**config.mk**
```make
export PLATFORM = sky130hd
export DESIGN_NAME = sdx_paged_seq
export DESIGN_NICKNAME = d
export VERILOG_FILES = /design/src/rtl/sdx_pkg.sv /design/src/rtl/sdx_gap_timer.sv /design/src/rtl/sdx_win_port.sv /design/src/rtl/sdx_step_fsm.sv /design/src/rtl/sdx_paged_seq.sv
export SDC_FILE = /design/constraint.sdc
export NUM_CORES = 1
export LEC_CHECK = 0
export ABC_CLOCK_PERIOD_IN_PS = 3600
export BUFFER_PORTS_ARGS = -buffer_cell sky130_fd_sc_hd__buf_2
export CORE_ASPECT_RATIO = 0.7
export CORE_UTILIZATION = 58
export DETAILED_ROUTE_END_ITERATION = 7
export GPL_TIMING_DRIVEN = 0
export PLACE_DENSITY = 0.82
export SLEW_MARGIN = 20
export SYNTH_ARGS = -nofsm -noshare
export SYNTH_HDL_FRONTEND = slang
export SYNTH_SLANG_ARGS = --single-unit
```
**constraint.sdc**
```tcl
create_clock -name clk -period 3.6 [get_ports clk]
set_clock_uncertainty 0.15 [all_clocks]
set_input_delay 0.72 -clock clk [delete_from_list [all_inputs] [get_ports clk]]
set_output_delay 0.72 -clock clk [all_outputs]
set_load 0.01 [all_outputs]
```
**src/rtl/sdx_pkg.sv**
```systemverilog
package sdx_pkg;
  localparam int REG_AW = 16;
  localparam int DEV_W  = 5;
  localparam int WIN_AW = 12;
  localparam int PG_LSB = 9;

  localparam logic [REG_AW-1:0] IREG_CTL = 16'h80a0;
  localparam logic [REG_AW-1:0] IREG_ADR = 16'h80a1;
  localparam logic [REG_AW-1:0] IREG_DAT = 16'h80a2;
  localparam logic [WIN_AW-1:0] PAGE_SLOT = 12'h800;
  localparam logic [15:0] CTL_GO    = 16'h0001;
  localparam logic [15:0] CTL_GO_WR = 16'h0003;

  typedef enum logic [2:0] {
    ST_IDLE, ST_POLL_A, ST_LOAD_ADR, ST_LOAD_DAT, ST_KICK, ST_POLL_B, ST_FETCH
  } step_e;

  // page register value: device id above the upper address bits
  function automatic logic [DEV_W+REG_AW-PG_LSB-1:0] page_word(
      input logic [DEV_W-1:0] dev, input logic [REG_AW-1:0] a);
    return {dev, a[REG_AW-1:PG_LSB]};
  endfunction

  // byte offset of a register inside the window
  function automatic logic [WIN_AW-1:0] slot_of(input logic [REG_AW-1:0] a);
    return WIN_AW'({a[PG_LSB-1:0], 2'b00});
  endfunction

  function automatic step_e step_after(input step_e s, input logic wr);
    case (s)
      ST_POLL_A:   return ST_LOAD_ADR;
      ST_LOAD_ADR: return wr ? ST_LOAD_DAT : ST_KICK;
      ST_LOAD_DAT: return ST_KICK;
      ST_KICK:     return wr ? ST_IDLE : ST_POLL_B;
      ST_POLL_B:   return ST_FETCH;
      default:     return ST_IDLE;
    endcase
  endfunction
endpackage

```
**src/rtl/sdx_gap_timer.sv**
```systemverilog
module sdx_gap_timer #(
  parameter int CYC = 250
) (
  input  logic clk,
  input  logic rst_n,
  input  logic arm,
  output logic gap_busy
);
  localparam int CW = $clog2(CYC + 1);
  logic [CW-1:0] cnt;

  always_ff @(posedge clk) begin
    if (!rst_n)              cnt <= '0;
    else if (arm)            cnt <= CW'(CYC);
    else if (cnt != '0)      cnt <= cnt - 1'b1;
  end

  assign gap_busy = (cnt != '0);
endmodule

```
**src/rtl/sdx_win_port.sv**
```systemverilog
module sdx_win_port
  import sdx_pkg::*;
#(
  parameter int DW = 16
) (
  input  logic              clk,
  input  logic              rst_n,
  input  logic              acc_start,
  input  logic              acc_we,
  input  logic [REG_AW-1:0] acc_reg,
  input  logic [DEV_W-1:0]  acc_dev,
  input  logic [DW-1:0]     acc_wdata,
  output logic              acc_done,
  output logic [DW-1:0]     acc_rdata,
  output logic              bus_req,
  output logic              bus_we,
  output logic [WIN_AW-1:0] bus_addr,
  output logic [DW-1:0]     bus_wdata,
  input  logic [DW-1:0]     bus_rdata,
  input  logic              bus_ready,
  output logic              page_phase,
  output logic              data_phase
);
  typedef enum logic [1:0] {W_IDLE, W_PAGE, W_DATA} wst_e;
  wst_e st;
  logic              l_we;
  logic [REG_AW-1:0] l_reg;
  logic [DEV_W-1:0]  l_dev;
  logic [DW-1:0]     l_wdata;

  always_ff @(posedge clk) begin
    if (!rst_n) begin
      st        <= W_IDLE;
      acc_done  <= 1'b0;
      acc_rdata <= '0;
      l_we      <= 1'b0;
      l_reg     <= '0;
      l_dev     <= '0;
      l_wdata   <= '0;
    end else begin
      acc_done <= 1'b0;
      case (st)
        W_IDLE: if (acc_start) begin
          l_we    <= acc_we;
          l_reg   <= acc_reg;
          l_dev   <= acc_dev;
          l_wdata <= acc_wdata;
          st      <= W_PAGE;
        end
        W_PAGE: if (bus_ready) st <= W_DATA;
        W_DATA: if (bus_ready) begin
          st       <= W_IDLE;
          acc_done <= 1'b1;
          if (!l_we) acc_rdata <= bus_rdata;
        end
        default: st <= W_IDLE;
      endcase
    end
  end

  assign page_phase = (st == W_PAGE);
  assign data_phase = (st == W_DATA);

  always_comb begin
    bus_req   = page_phase || data_phase;
    bus_we    = page_phase || (data_phase && l_we);
    bus_addr  = '0;
    bus_wdata = '0;
    if (page_phase) begin
      bus_addr  = PAGE_SLOT;
      bus_wdata = DW'(page_word(l_dev, l_reg));
    end else if (data_phase) begin
      bus_addr  = slot_of(l_reg);
      bus_wdata = l_we ? l_wdata : '0;
    end
  end
endmodule

```
**src/rtl/sdx_step_fsm.sv**
```systemverilog
module sdx_step_fsm
  import sdx_pkg::*;
#(
  parameter int DW = 16
) (
  input  logic              clk,
  input  logic              rst_n,
  input  logic              req_valid,
  input  logic              req_write,
  input  logic [REG_AW-1:0] req_addr,
  input  logic [DEV_W-1:0]  req_dev,
  input  logic [DW-1:0]     req_wdata,
  output logic              seq_idle,
  output logic              rsp_done,
  output logic [DW-1:0]     rsp_rdata,
  output logic              acc_start,
  output logic              acc_we,
  output logic [REG_AW-1:0] acc_reg,
  output logic [DEV_W-1:0]  acc_dev,
  output logic [DW-1:0]     acc_wdata,
  input  logic              acc_done,
  input  logic [DW-1:0]     acc_rdata,
  input  logic              gap_busy,
  output logic              gap_arm
);
  step_e             step;
  logic              issued;
  logic              t_write;
  logic [REG_AW-1:0] t_addr;
  logic [DEV_W-1:0]  t_dev;
  logic [DW-1:0]     t_wdata;
  logic              is_poll;
  step_e             nxt;

  assign seq_idle = (step == ST_IDLE);
  assign is_poll  = (step == ST_POLL_A) || (step == ST_POLL_B);
  assign gap_arm  = is_poll && acc_done && acc_rdata[0];
  assign nxt      = step_after(step, t_write);
  assign acc_dev  = t_dev;

  always_comb begin
    acc_start = !seq_idle && !issued && !gap_busy;
    acc_reg   = IREG_CTL;
    acc_we    = 1'b0;
    acc_wdata = '0;
    case (step)
      ST_LOAD_ADR: begin acc_reg = IREG_ADR; acc_we = 1'b1; acc_wdata = DW'(t_addr); end
      ST_LOAD_DAT: begin acc_reg = IREG_DAT; acc_we = 1'b1; acc_wdata = t_wdata; end
      ST_KICK:     begin acc_we = 1'b1; acc_wdata = DW'(t_write ? CTL_GO_WR : CTL_GO); end
      ST_FETCH:    acc_reg = IREG_DAT;
      default:     ;
    endcase
  end

  always_ff @(posedge clk) begin
    if (!rst_n) begin
      step      <= ST_IDLE;
      issued    <= 1'b0;
      t_write   <= 1'b0;
      t_addr    <= '0;
      t_dev     <= '0;
      t_wdata   <= '0;
      rsp_done  <= 1'b0;
      rsp_rdata <= '0;
    end else begin
      rsp_done <= 1'b0;
      if (seq_idle) begin
        if (req_valid) begin
          t_write <= req_write;
          t_addr  <= req_addr;
          t_dev   <= req_dev;
          t_wdata <= req_wdata;
          issued  <= 1'b0;
          step    <= ST_POLL_A;
        end
      end else begin
        if (acc_start) issued <= 1'b1;
        if (acc_done) begin
          issued <= 1'b0;
          if (!gap_arm) begin
            step <= nxt;
            if (nxt == ST_IDLE) rsp_done <= 1'b1;
            if (step == ST_FETCH) rsp_rdata <= acc_rdata;
          end
        end
      end
    end
  end
endmodule

```
**src/rtl/sdx_paged_seq.sv**
```systemverilog
module sdx_paged_seq
  import sdx_pkg::*;
#(
  parameter int DW          = 16,
  parameter int POLL_CYCLES = 250
) (
  input  logic              clk,
  input  logic              rst_n,
  input  logic              req_valid,
  input  logic              req_write,
  input  logic [REG_AW-1:0] req_addr,
  input  logic [DEV_W-1:0]  req_dev,
  input  logic [DW-1:0]     req_wdata,
  output logic              req_ready,
  output logic              rsp_done,
  output logic [DW-1:0]     rsp_rdata,
  output logic              bus_req,
  output logic              bus_we,
  output logic [WIN_AW-1:0] bus_addr,
  output logic [DW-1:0]     bus_wdata,
  input  logic [DW-1:0]     bus_rdata,
  input  logic              bus_ready
);
  logic              acc_start, acc_we, acc_done;
  logic [REG_AW-1:0] acc_reg;
  logic [DEV_W-1:0]  acc_dev;
  logic [DW-1:0]     acc_wdata, acc_rdata;
  logic              gap_arm, gap_busy;
  logic              page_phase, data_phase;

  sdx_step_fsm #(.DW(DW)) u_steps (
    .clk(clk), .rst_n(rst_n),
    .req_valid(req_valid), .req_write(req_write), .req_addr(req_addr),
    .req_dev(req_dev), .req_wdata(req_wdata),
    .seq_idle(req_ready), .rsp_done(rsp_done), .rsp_rdata(rsp_rdata),
    .acc_start(acc_start), .acc_we(acc_we), .acc_reg(acc_reg),
    .acc_dev(acc_dev), .acc_wdata(acc_wdata),
    .acc_done(acc_done), .acc_rdata(acc_rdata),
    .gap_busy(gap_busy), .gap_arm(gap_arm)
  );

  sdx_win_port #(.DW(DW)) u_win (
    .clk(clk), .rst_n(rst_n),
    .acc_start(acc_start), .acc_we(acc_we), .acc_reg(acc_reg),
    .acc_dev(acc_dev), .acc_wdata(acc_wdata),
    .acc_done(acc_done), .acc_rdata(acc_rdata),
    .bus_req(bus_req), .bus_we(bus_we), .bus_addr(bus_addr),
    .bus_wdata(bus_wdata), .bus_rdata(bus_rdata), .bus_ready(bus_ready),
    .page_phase(page_phase), .data_phase(data_phase)
  );

  sdx_gap_timer #(.CYC(POLL_CYCLES)) u_gap (
    .clk(clk), .rst_n(rst_n), .arm(gap_arm), .gap_busy(gap_busy)
  );
endmodule

```
After elaboration in Yosys (flattened, before gate mapping):

Cells that the tools add are included.

* input port bits: 58
* bits in registers: 124
* output and inout port bits: 48

* add/subtract/negate cells: 1
* muxes and demuxes: 28
* reductions and logical operators: 30
* equality and inequality tests: 13
* bitwise operators: 5

Operators with widths (count)
* $mux W16: 3
* $pmux W16 S3: 1
* $mux W3: 6
* $mux W8: 2
* $pmux W3 S5: 1
* $mux W12: 1
* $mux W11: 1
* $eq A3 B3 Y1 const B: 3
* $reduce_and A3 Y1: 3
* $mux W2: 4
* $ne A2 B2 Y1 const B: 4
* $reduce_and A2 Y1: 4
* $reduce_bool A8 Y1: 1
* $sub A8 B1 Y8 const B: 1
* $mux W1: 7
* $eq A3 B2 Y1 const B: 2
* $logic_not A3 Y1: 2
* $pmux W2 S3: 1
* $logic_and A1 B1 Y1: 5
* $not A1 Y1: 5
* $pmux W2 S2: 1
* $reduce_and A4 Y1: 1
* $reduce_bool A2 Y1: 2
* $reduce_or A2 Y1: 2
* 10 further kinds: 14

Longest topological paths before layout:

Gate-level depths: netlist of the first run.

* depth in word-level cells: 7
* gate-level depth with buffers: 8
* gate-level depth less buffers: 6

Hierarchy:

Synthesis of the first run repeated with hierarchy kept, for this count alone.

* cell total of the unflattened synthesis: 684
* area, all modules: 5811.8 um^2

By module, submodules not included
* sdx_step_fsm: times used 1, sequential area each 1181.1 um^2, area each 2811.4 um^2, cells each 347
* sdx_win_port: times used 1, sequential area each 1141.1 um^2, area each 2568.7 um^2, cells each 294
* sdx_gap_timer: times used 1, sequential area each 160.2 um^2, area each 431.7 um^2, cells each 43

Least setup slack after synthesis of the first run:

Ideal clock, no wire load.

* path type: reg-to-output
* from: reg u_win.st[1]
* to: out bus_addr[9]
* stages on the path, launching flop included: 8
* slack: 1140 ps
* path buffers: 3
* arrival: 1590 ps
* cell sequence: dfxtp_1 inv_1 ha_1 clkbuf_1 nor2b_1 clkbuf_1 and2_1 buf_4

RTL lines
* from (decl): line sdx_win_port.sv:25 `wst_e st;`
* from (signal assigned): line sdx_win_port.sv:33 `st <= W_IDLE;`
* from (signal assigned): line sdx_win_port.sv:48 `st <= W_PAGE;`
* from (signal assigned): line sdx_win_port.sv:50 `W_PAGE: if (bus_ready) st <= W_DATA;`
* $eq A2 B1 Y1: line sdx_win_port.sv:61 `assign page_phase = (st == W_PAGE);`
* net page_phase: line sdx_paged_seq.sv:29 `logic page_phase, data_phase;`
* $mux W12: line sdx_win_port.sv:69 `if (page_phase) begin`
* to (decl): line sdx_paged_seq.sv:19 `output logic [WIN_AW-1:0] bus_addr,`

The timed path passes the listed nets, and every way through them passes these cells.

Final worst setup path of the first run:

Same ends and word-level chain as after synthesis.

==> results of run 1 <==
[cell type report]
class                      instances  share of cell area
buffer                            53              0.0469
clock buffer                       9              0.0398
clock inverter                     6             0.00818
inverter                          10             0.00663
multi-input combinational        418               0.397
sequential                       111               0.393
tap                              101              0.0223
timing repair buffer              98              0.0867
[critical path, cell delays in order, from the launching register on]
cell and delay [ns]:
dfxtp_1 0.33, inv_1 0.12, ha_1 0.18, clkbuf_1 0.43, nor2b_1 0.16, clkbuf_1 0.21, and2_1 0.20, buf_4 0.12
buf_2 0.12
[cells by family after synthesis]
| group | after synthesis | synth area share |
|---|---|---|
| simple gates | 236 | 0.228 |
| compound gates | 142 | 0.163 |
| flops | 111 | 0.468 |
| buf+inv | 63 | 0.0638 |
| mux | 24 | 0.0545 |
| fa+ha+maj | 6 | 0.0158 |
| xor+xnor | 3 | 0.00553 |
| other cells | 1 | 0.000790 |
[power by group through the flow]
stage               Sequential, mW  Combinational, mW  Clock [mW]
global placement              1.42              0.796           0
CTS                           1.40              0.840       0.927
detailed placement            1.43              0.832           0
floorplan                     1.40              0.629           0
finish                        1.40              0.848       0.923
global route                  1.41              0.941       0.975
[per-layer routing]
| layer | up-vias | routed length, um | track usage |
|---|---|---|---|
| li1 | 2200 | - | - |
| met1 | 2111 | 5730 | 0.432 |
| met2 | 218 | 5540 | 0.471 |
| met3 | 33 | 1210 | 0.0824 |
| met4 | 0 | 223 | 0.0829 |
| met5 | - | 0 | 0 |
[path summary, 6_finish.rpt]
kind / start / to
setup / recovery: u_win.st[1] / bus_addr[9]
hold / removal: u_win.acc_rdata[11] / u_steps.rsp_rdata[11]
setup reg to reg: u_gap.cnt[0] / u_win.l_wdata[9]
hold reg to reg: u_win.acc_rdata[11] / u_steps.rsp_rdata[11]
[cell usage in the layout, fill, tap and decap left out, types with 2 or more instances in the layout]
cell type	netlist	final
nand2_1	152	152
dfxtp_1	111	111
a21oi_1	100	100
buf_2	1	99
clkbuf_1	37	37
o21ai_0	24	24
nor2_1	15	15
mux2_2	15	15
nand4_1	15	15
and3_1	12	12
inv_1	9	9
mux2i_1	9	9
nand3_1	9	9
buf_4	9	9
clkbuf_16	0	9
nor2b_1	8	8
conb_1	1	7
and2_1	6	6
ha_1	6	6
nor3_1	5	5
or4b_4	2	2
buf_1	2	2
o2111ai_1	2	2
o211a_1	2	2
a22oi_1	2	2
xnor2_1	2	2
o31a_1	2	2
clkinvlp_4	0	2
inv_6	0	2
==> flow_summary_export.csv, run 1 <==
group,metric,value,unit
status,outcome,"completed",
floorplan,die_area,8560,um2
grt,grt_pass1_vias,4153,
layout,n_antenna_cell,0,
routing,ant_nets,0,
pwr,swShare,0.329,
clock_tree,cts_made_buffers,9,
floorplan,ios,106,
min_path,hp-class,"flop to flop",
layout,multi_input_area,2250,um2
routing,avgRoutedWirePerCell,15.8,um
synth,ys_types,54,
worst_setup_path,worstSetupStartpointType,"flop",
synth,synth_edf_count,0,
placement,gp_congestion,0.880,
placement,portBuffers,98,
worst_setup_path,cp.arrival,2.23,ns
sta,post-route-min-period,3.10,ns
routing,drc,0,
layout,design_area,5660,um2
grt,grt_first_pass_wirelength,20100,um
synth,syn_area,4750,um2
clock_tree,clk-insertion-delay-late,0.35,ns
clock_tree,cts_hold_buf,0,
synth,syn_inst,586,
routing,routed_wl,12700,um
synth,synth_most_common_cell,"nand2_1",
floorplan,core,7910,um2
synth,synth.area.top_cells,"dfxtp_1, nand2_1, a21oi_1",
clock_tree,postCtsSetupBuffers,0,
worst_setup_path,end_kind,"primary output",
floorplan,row_count,27,
worst_setup_path,crit_type,"flop to primary output",
synth,ys_warn_count,0,
floorplan,start_util,0.601,
worst_setup_path,cp_data_required_time,2.73,ns
layout,fin_util,0.716,
grt,antenna_found_initial,0,
layout,fillers,640,
pwr,pwr-share-comb,0.267,
clock_tree,clk_pin_slew,0.07,ns
layout,final-seq-area,2220,um2
synth,yosysSeqAreaShare,0.468,
sta,rsz0062_at_grt,"no",
routing,dr_total_vias,4562,
synth,yosysTopAreaCell,"dfxtp_1",
pwr,p_sw,1.05,mW
synth,synthArstFlopShare,0,
placement,hpwl,9430,um
pwr,p_clk_frac,0.291,
synth,avgSynthCellArea,8.10,um2
sta,max_freq,323,MHz
sta,setup_ws,0.505,ns
clock_tree,ctsResizeCount,0,
sta,slew_violations,0,
job,cap_violations,0,
sta,tightestPinTransition,0.920,ns
synth,netlist_top_cells_count,"nand2_1, dfxtp_1, a21oi_1",
layout,stdcell_count,806,
floorplan,die_y,77.7,um
grt,grt_overflow_total,0,
layout,area_growth,19.2,%
routing,drt_iter0_markers,337,
floorplan,die_w,110,um
worst_setup_path,r2r.worst_path.cells,7,
grt,grt_max_degree,19,
sta,fin_hold_ws,0.305,ns
synth,ys.flop_type,"dfxtp_1",
sta,setup_viol,0,
clock_tree,clk_path_buf_depth,2,
synth,synth_seq_cells,111,
layout,drive_gt1_frac,0.213,
sta,hold_viol,0,
worst_setup_path,reg2reg_slack,0.82,ns
sta,setup_tns,0,ns
min_path,whs_path_depth,2,
layout,nets,765,
placement,placed_area,5390,um2
pwr,power,3.18,mW
sta,relSlewSlack,0.382,
clock_tree,cts_tree,"yes",
pwr,seqPwrFrac,0.442,
pwr,power_leakage,2.35,nW
clock_tree,h-tree-depth,3,
clock_tree,root_buffer,"clkbuf_16",
placement,placed_cells,791,
synth,synth_top_area_frac,0.468,
clock_tree,clkSinkCount,111,
grt,track_usage,0.309,
pwr,power_per_cell_area,561,nW/um2
sta,period_share,0.860,
routing,drt_pass1_iterations,5,
placement,pre_cts_slack,0.846,ns
pwr,ir_drop,0.381,mV
pwr,power.internal,2.13,mW
worst_setup_path,cp_max_fo,10,
routing,via_per_inst,5.66,
Power figures use the tool's default switching activity.
==> run 2: changes to the inputs <==
ABC_CLOCK_PERIOD_IN_PS = 2650   (was 3600)
CORE_UTILIZATION = 49   (was 58)
MAX_ROUTING_LAYER = met4   (was not set)
PLACE_DENSITY = 0.73   (was 0.82)
clock period = 2.65 ns   (was 3.6 ns; I/O delays follow)
==> flow_summary_export.csv, run 2 (synthesized netlist as in run 1, its figures left out) <==
group,metric,value,unit
clock_tree,cts_tree,"yes",
grt,grt_overflow_total,0,
sta,period_share,0.967,
routing,drt_pass1_iterations,5,
grt,grt_pass1_vias,4196,
min_path,min_from,"bus_rdata[8]",
sta,rsz0062_at_grt,"no",
pwr,ir_drop,0.441,mV
layout,drive_gt1_frac,0.225,
worst_setup_path,critPathBufInv,1,
layout,final_cell_mix,"nand2_1, dfxtp_1, a21oi_1, buf_2, clkbuf_1",
worst_setup_path,cp_common_cell,"or4b_4",
sta,setup_tns,0,ns
layout,multi_input_area,2270,um2
pwr,power_per_cell_area,773,nW/um2
routing,dr_total_vias,4485,
floorplan,die_y,84.4,um
floorplan,die_area,10100,um2
sta,fin_hold_ws,0.259,ns
worst_setup_path,cp_data_required_time,2.78,ns
grt,antenna_found_initial,0,
clock_tree,clkSinkCount,111,
layout,nets,766,
floorplan,core,9220,um2
layout,fillers,860,
clock_tree,h-tree-depth,3,
layout,final_common_cell,"nand2_1",
placement,portBuffers,98,
min_path,hp-class,"input pin to flop",
layout,n_antenna_cell,0,
clock_tree,root_buffer,"clkbuf_16",
worst_setup_path,crit_type,"flop to flop",
grt,track_usage,0.269,
layout,final-seq-area,2220,um2
worst_setup_path,cp-startpoint,"u_gap.cnt[0]",
sta,post-route-min-period,2.56,ns
worst_setup_path,end_kind,"flop",
worst_setup_path,slowest_stage,"or4b_4",
pwr,power_leakage,2.38,nW
floorplan,ios,106,
worst_setup_path,r2r_start,"u_gap.cnt[0]",
floorplan,die_w,120,um
grt,grt_max_degree,20,
worst_setup_path,worstSetupStartpointType,"flop",
sta,relSlewSlack,0.586,
layout,fin_util,0.622,
sta,setup_ws,0.0879,ns
sta,max_freq,390,MHz
sta,hold_viol,0,
routing,routed_wl,12700,um
placement,hpwl,9480,um
clock_tree,cts_made_buffers,9,
floorplan,start_util,0.515,
placement,gp_congestion,0.875,
layout,area_growth,20.8,%
routing,drt_iter0_markers,321,
worst_setup_path,path_cells,"inv_1 -> ha_1 -> or4b_4 -> or4b_4 -> or4_1 -> a21oi_1",
sta,setup_viol,0,
routing,via_per_inst,5.40,
floorplan,row_count,29,
clock_tree,clk_path_buf_depth,2,
clock_tree,cts_hold_buf,0,
placement,pre_cts_slack,-0.0774,ns
routing,drc,0,
worst_setup_path,cp_top_family,"simple AND/OR/NAND/NOR gates",
clock_tree,clk_pin_slew,0.07,ns
clock_tree,clk-insertion-delay-late,0.35,ns
sta,slew_violations,0,
routing,ant_nets,0,
worst_setup_path,cp_max_fo,5,
routing,avgRoutedWirePerCell,15.3,um
worst_setup_path,max_stage_delay,0.58,ns
job,cap_violations,0,
status,outcome,"completed",
sta,tightestPinTransition,0.617,ns
grt,grt_first_pass_wirelength,20500,um
worst_setup_path,cp.arrival,2.70,ns
pwr,power,4.44,mW
run 2: cell count changes in the layout (fill, tap and decap cells not counted), moves of 2 or more:
cell        delta
buf_4          +4
clkbuf_1       -4
clkinvlp_4     -2
inv_6          +2
run 2: final cells by class:
type / count / share of cell area
Buffer: 51 / 0.0458
Clock buffer: 9 / 0.0393
Clock inverter: 7 / 0.00938
Inverter: 10 / 0.00654
Multi-Input combinational cell: 418 / 0.395
Sequential cell: 111 / 0.388
Tap cell: 124 / 0.0270
Timing Repair Buffer: 101 / 0.0894
run 2: through the flow:
stage | instances | area (um2)
2_1_floorplan | 592 | 4770
4_1_cts | 830 | 5710
5_1_grt | 831 | 5740
3_3_place_gp | 814 | 5420
6_report | 831 | 5740
3_5_place_dp | 814 | 5420
run 2: metal layers:
metal,GRT usage,vias up,wire length [um]
met1,0.375,2084,6160
li1,-,2209,-
met5,-,-,0
met3,0.0686,20,1050
met4,0.0693,0,165
met2,0.387,172,5360
run 2: report_power, final:
part / total (mW) / leakage, nW / switching (mW) / internal [mW]
Combinational: 1.24 / 1.34 / 0.727 / 0.517
Sequential: 1.91 / 0.903 / 0.114 / 1.80
Clock: 1.28 / 0.141 / 0.632 / 0.650
Total: 4.44 / 2.38 / 1.47 / 2.96
run 2: path summary, 6_finish.rpt:
check                                     endpoint  slack (ns)  cells past startpoint
worst min-delay path            u_win.acc_rdata[8]        0.26                      3
worst min register to register  u_steps.t_addr[13]        0.31                      2
worst max-delay path                u_win.l_reg[0]        0.09                      6
worst max register to register      u_win.l_reg[0]        0.09                      6
run 2: timing repair:
action,in CTS,in global routing
pin swaps,0,1
setup buffers,0,3
gates cloned,0,0
setup endpoints to repair,29,40
resized for setup,6,6
run 2: worst register-to-register path, cell delays in order (launching register included):
cell and delay, ns:
dfxtp_1 0.31, inv_1 0.08, ha_1 0.21, or4b_4 0.52, or4b_4 0.58, or4_1 0.49
a21oi_1 0.15
==> run 3: changes to the inputs <==
PLACE_DENSITY = 0.76   (was 0.73)
==> flow_summary_export.csv, run 3 (synthesized netlist as in run 1, its figures left out) <==
group,metric,value,unit
clock_tree,h-tree-depth,3,
sta,setup_tns,0,ns
grt,grt_pass1_vias,4199,
sta,tightestPinTransition,0.714,ns
floorplan,ios,106,
clock_tree,cts_hold_buf,0,
pwr,power,4.50,mW
routing,via_per_inst,5.52,
pwr,power_per_cell_area,781,nW/um2
routing,drt_iter0_markers,371,
sta,slew_violations,0,
min_path,min_from,"bus_rdata[6]",
floorplan,start_util,0.515,
layout,final_common_cell,"nand2_1",
pwr,ir_drop,0.338,mV
worst_setup_path,cp_max_fo,5,
floorplan,row_count,29,
sta,rsz0062_at_grt,"yes",
sta,max_freq,382,MHz
clock_tree,cts_made_buffers,9,
min_path,hp-class,"input pin to flop",
routing,routed_wl,13000,um
floorplan,die_y,84.4,um
clock_tree,clk_pin_slew,0.08,ns
routing,ant_nets,0,
floorplan,die_w,120,um
grt,antenna_found_initial,0,
placement,placed_cells,814,
floorplan,core,9220,um2
sta,hold_viol,0,
floorplan,die_area,10100,um2
clock_tree,clk-insertion-delay-late,0.36,ns
layout,nets,767,
placement,hpwl,9560,um
layout,fillers,797,
routing,drc,0,
sta,post-route-min-period,2.62,ns
clock_tree,clk_path_buf_depth,2,
worst_setup_path,end_kind,"flop",
sta,setup_viol,0,
placement,gp_congestion,0.909,
grt,track_usage,0.267,
grt,grt_max_degree,20,
grt,grt_overflow_total,0,
routing,avgRoutedWirePerCell,15.7,um
worst_setup_path,worstSetupStartpointType,"flop",
clock_tree,root_buffer,"clkbuf_16",
worst_setup_path,cp.arrival,2.76,ns
routing,drt_pass1_iterations,5,
status,outcome,"completed",
job,cap_violations,0,
sta,relSlewSlack,0.520,
clock_tree,cts_tree,"yes",
pwr,power_leakage,2.39,nW
layout,stdcell_count,832,
worst_setup_path,crit_type,"flop to flop",
worst_setup_path,cp_data_required_time,2.79,ns
layout,area_growth,21.3,%
sta,period_share,0.988,
clock_tree,clkSinkCount,111,
worst_setup_path,cp-startpoint,"u_gap.cnt[0]",
layout,n_antenna_cell,0,
layout,drive_gt1_frac,0.227,
layout,final_cell_mix,"nand2_1, dfxtp_1, a21oi_1, buf_2, clkbuf_1",
worst_setup_path,r2r_start,"u_gap.cnt[0]",
grt,grt_first_pass_wirelength,20300,um
routing,dr_total_vias,4595,
layout,fin_util,0.625,
placement,portBuffers,98,
run 3: cell types whose count changed in the layout (fill, tap and decap cells not counted):
cell,change
inv_6,-2
o21ai_0,-2
o21ai_1,+2
buf_4,+1
clkbuf_8,+1
clkinv_2,-1
clkinv_4,+1
ha_1,-1
ha_2,+1
inv_8,+1
run 3: critical path, stage by stage, from the launching register on:
cell,delay (ns)
dfxtp_1,0.31
inv_1,0.10
ha_2,0.22
or4b_4,0.52
or4b_4,0.59
or4_1,0.52
a21oi_1,0.16
run 3: path summary, 6_finish.rpt:
check	end	slack, ns	cells after the start
max reg2reg	u_win.l_reg[0]	0.03	6
min	u_win.acc_rdata[6]	0.25	3
min reg2reg	u_steps.t_addr[14]	0.30	2
max	u_win.l_reg[0]	0.03	6
run 3: area by class of cell:
type	instances	area, um2	area share
Buffer	52	270	0.0469
Clock buffer	10	239	0.0415
Clock inverter	6	51.3	0.00891
Inverter	10	37.5	0.00652
Multi-Input combinational cell	418	2270	0.394
Sequential cell	111	2220	0.386
Tap cell	124	155	0.0269
Timing Repair Buffer	101	513	0.0891
run 3: where the power goes:
group          internal, mW  leakage (nW)  total, mW  switching (mW)
clock network         0.680         0.145       1.33           0.655
logic                 0.524          1.34       1.25           0.725
registers              1.80         0.903       1.91           0.118
total                  3.00          2.39       4.50            1.50
run 3: layer usage:
layer  global-route usage  part of all wire  up-vias
met5                    -                 0        -
li1                     -                 -     2208
met4               0.0807             0.017        0
met3               0.0503             0.093       29
met2                0.402              0.43      209
met1                0.363              0.46     2149
run 3: per-stage QoR:
step	hold slack (ns)	worst slack (ns)	area, um2
6_report	0.249	0.0316	5760
3_3_place_gp	0.291	-0.0530	5420
5_1_grt	0.248	-0.0239	5760
2_1_floorplan	0.282	0.271	4770
3_5_place_dp	0.294	-0.130	5420
4_1_cts	0.247	-0.00771	5730
run 3: repair_timing:
item                       in CTS  in global routing
gates resized for setup         7                  9
setup buffers                   0                  3
setup endpoints to repair      41                 37
pin swaps                       0                  1
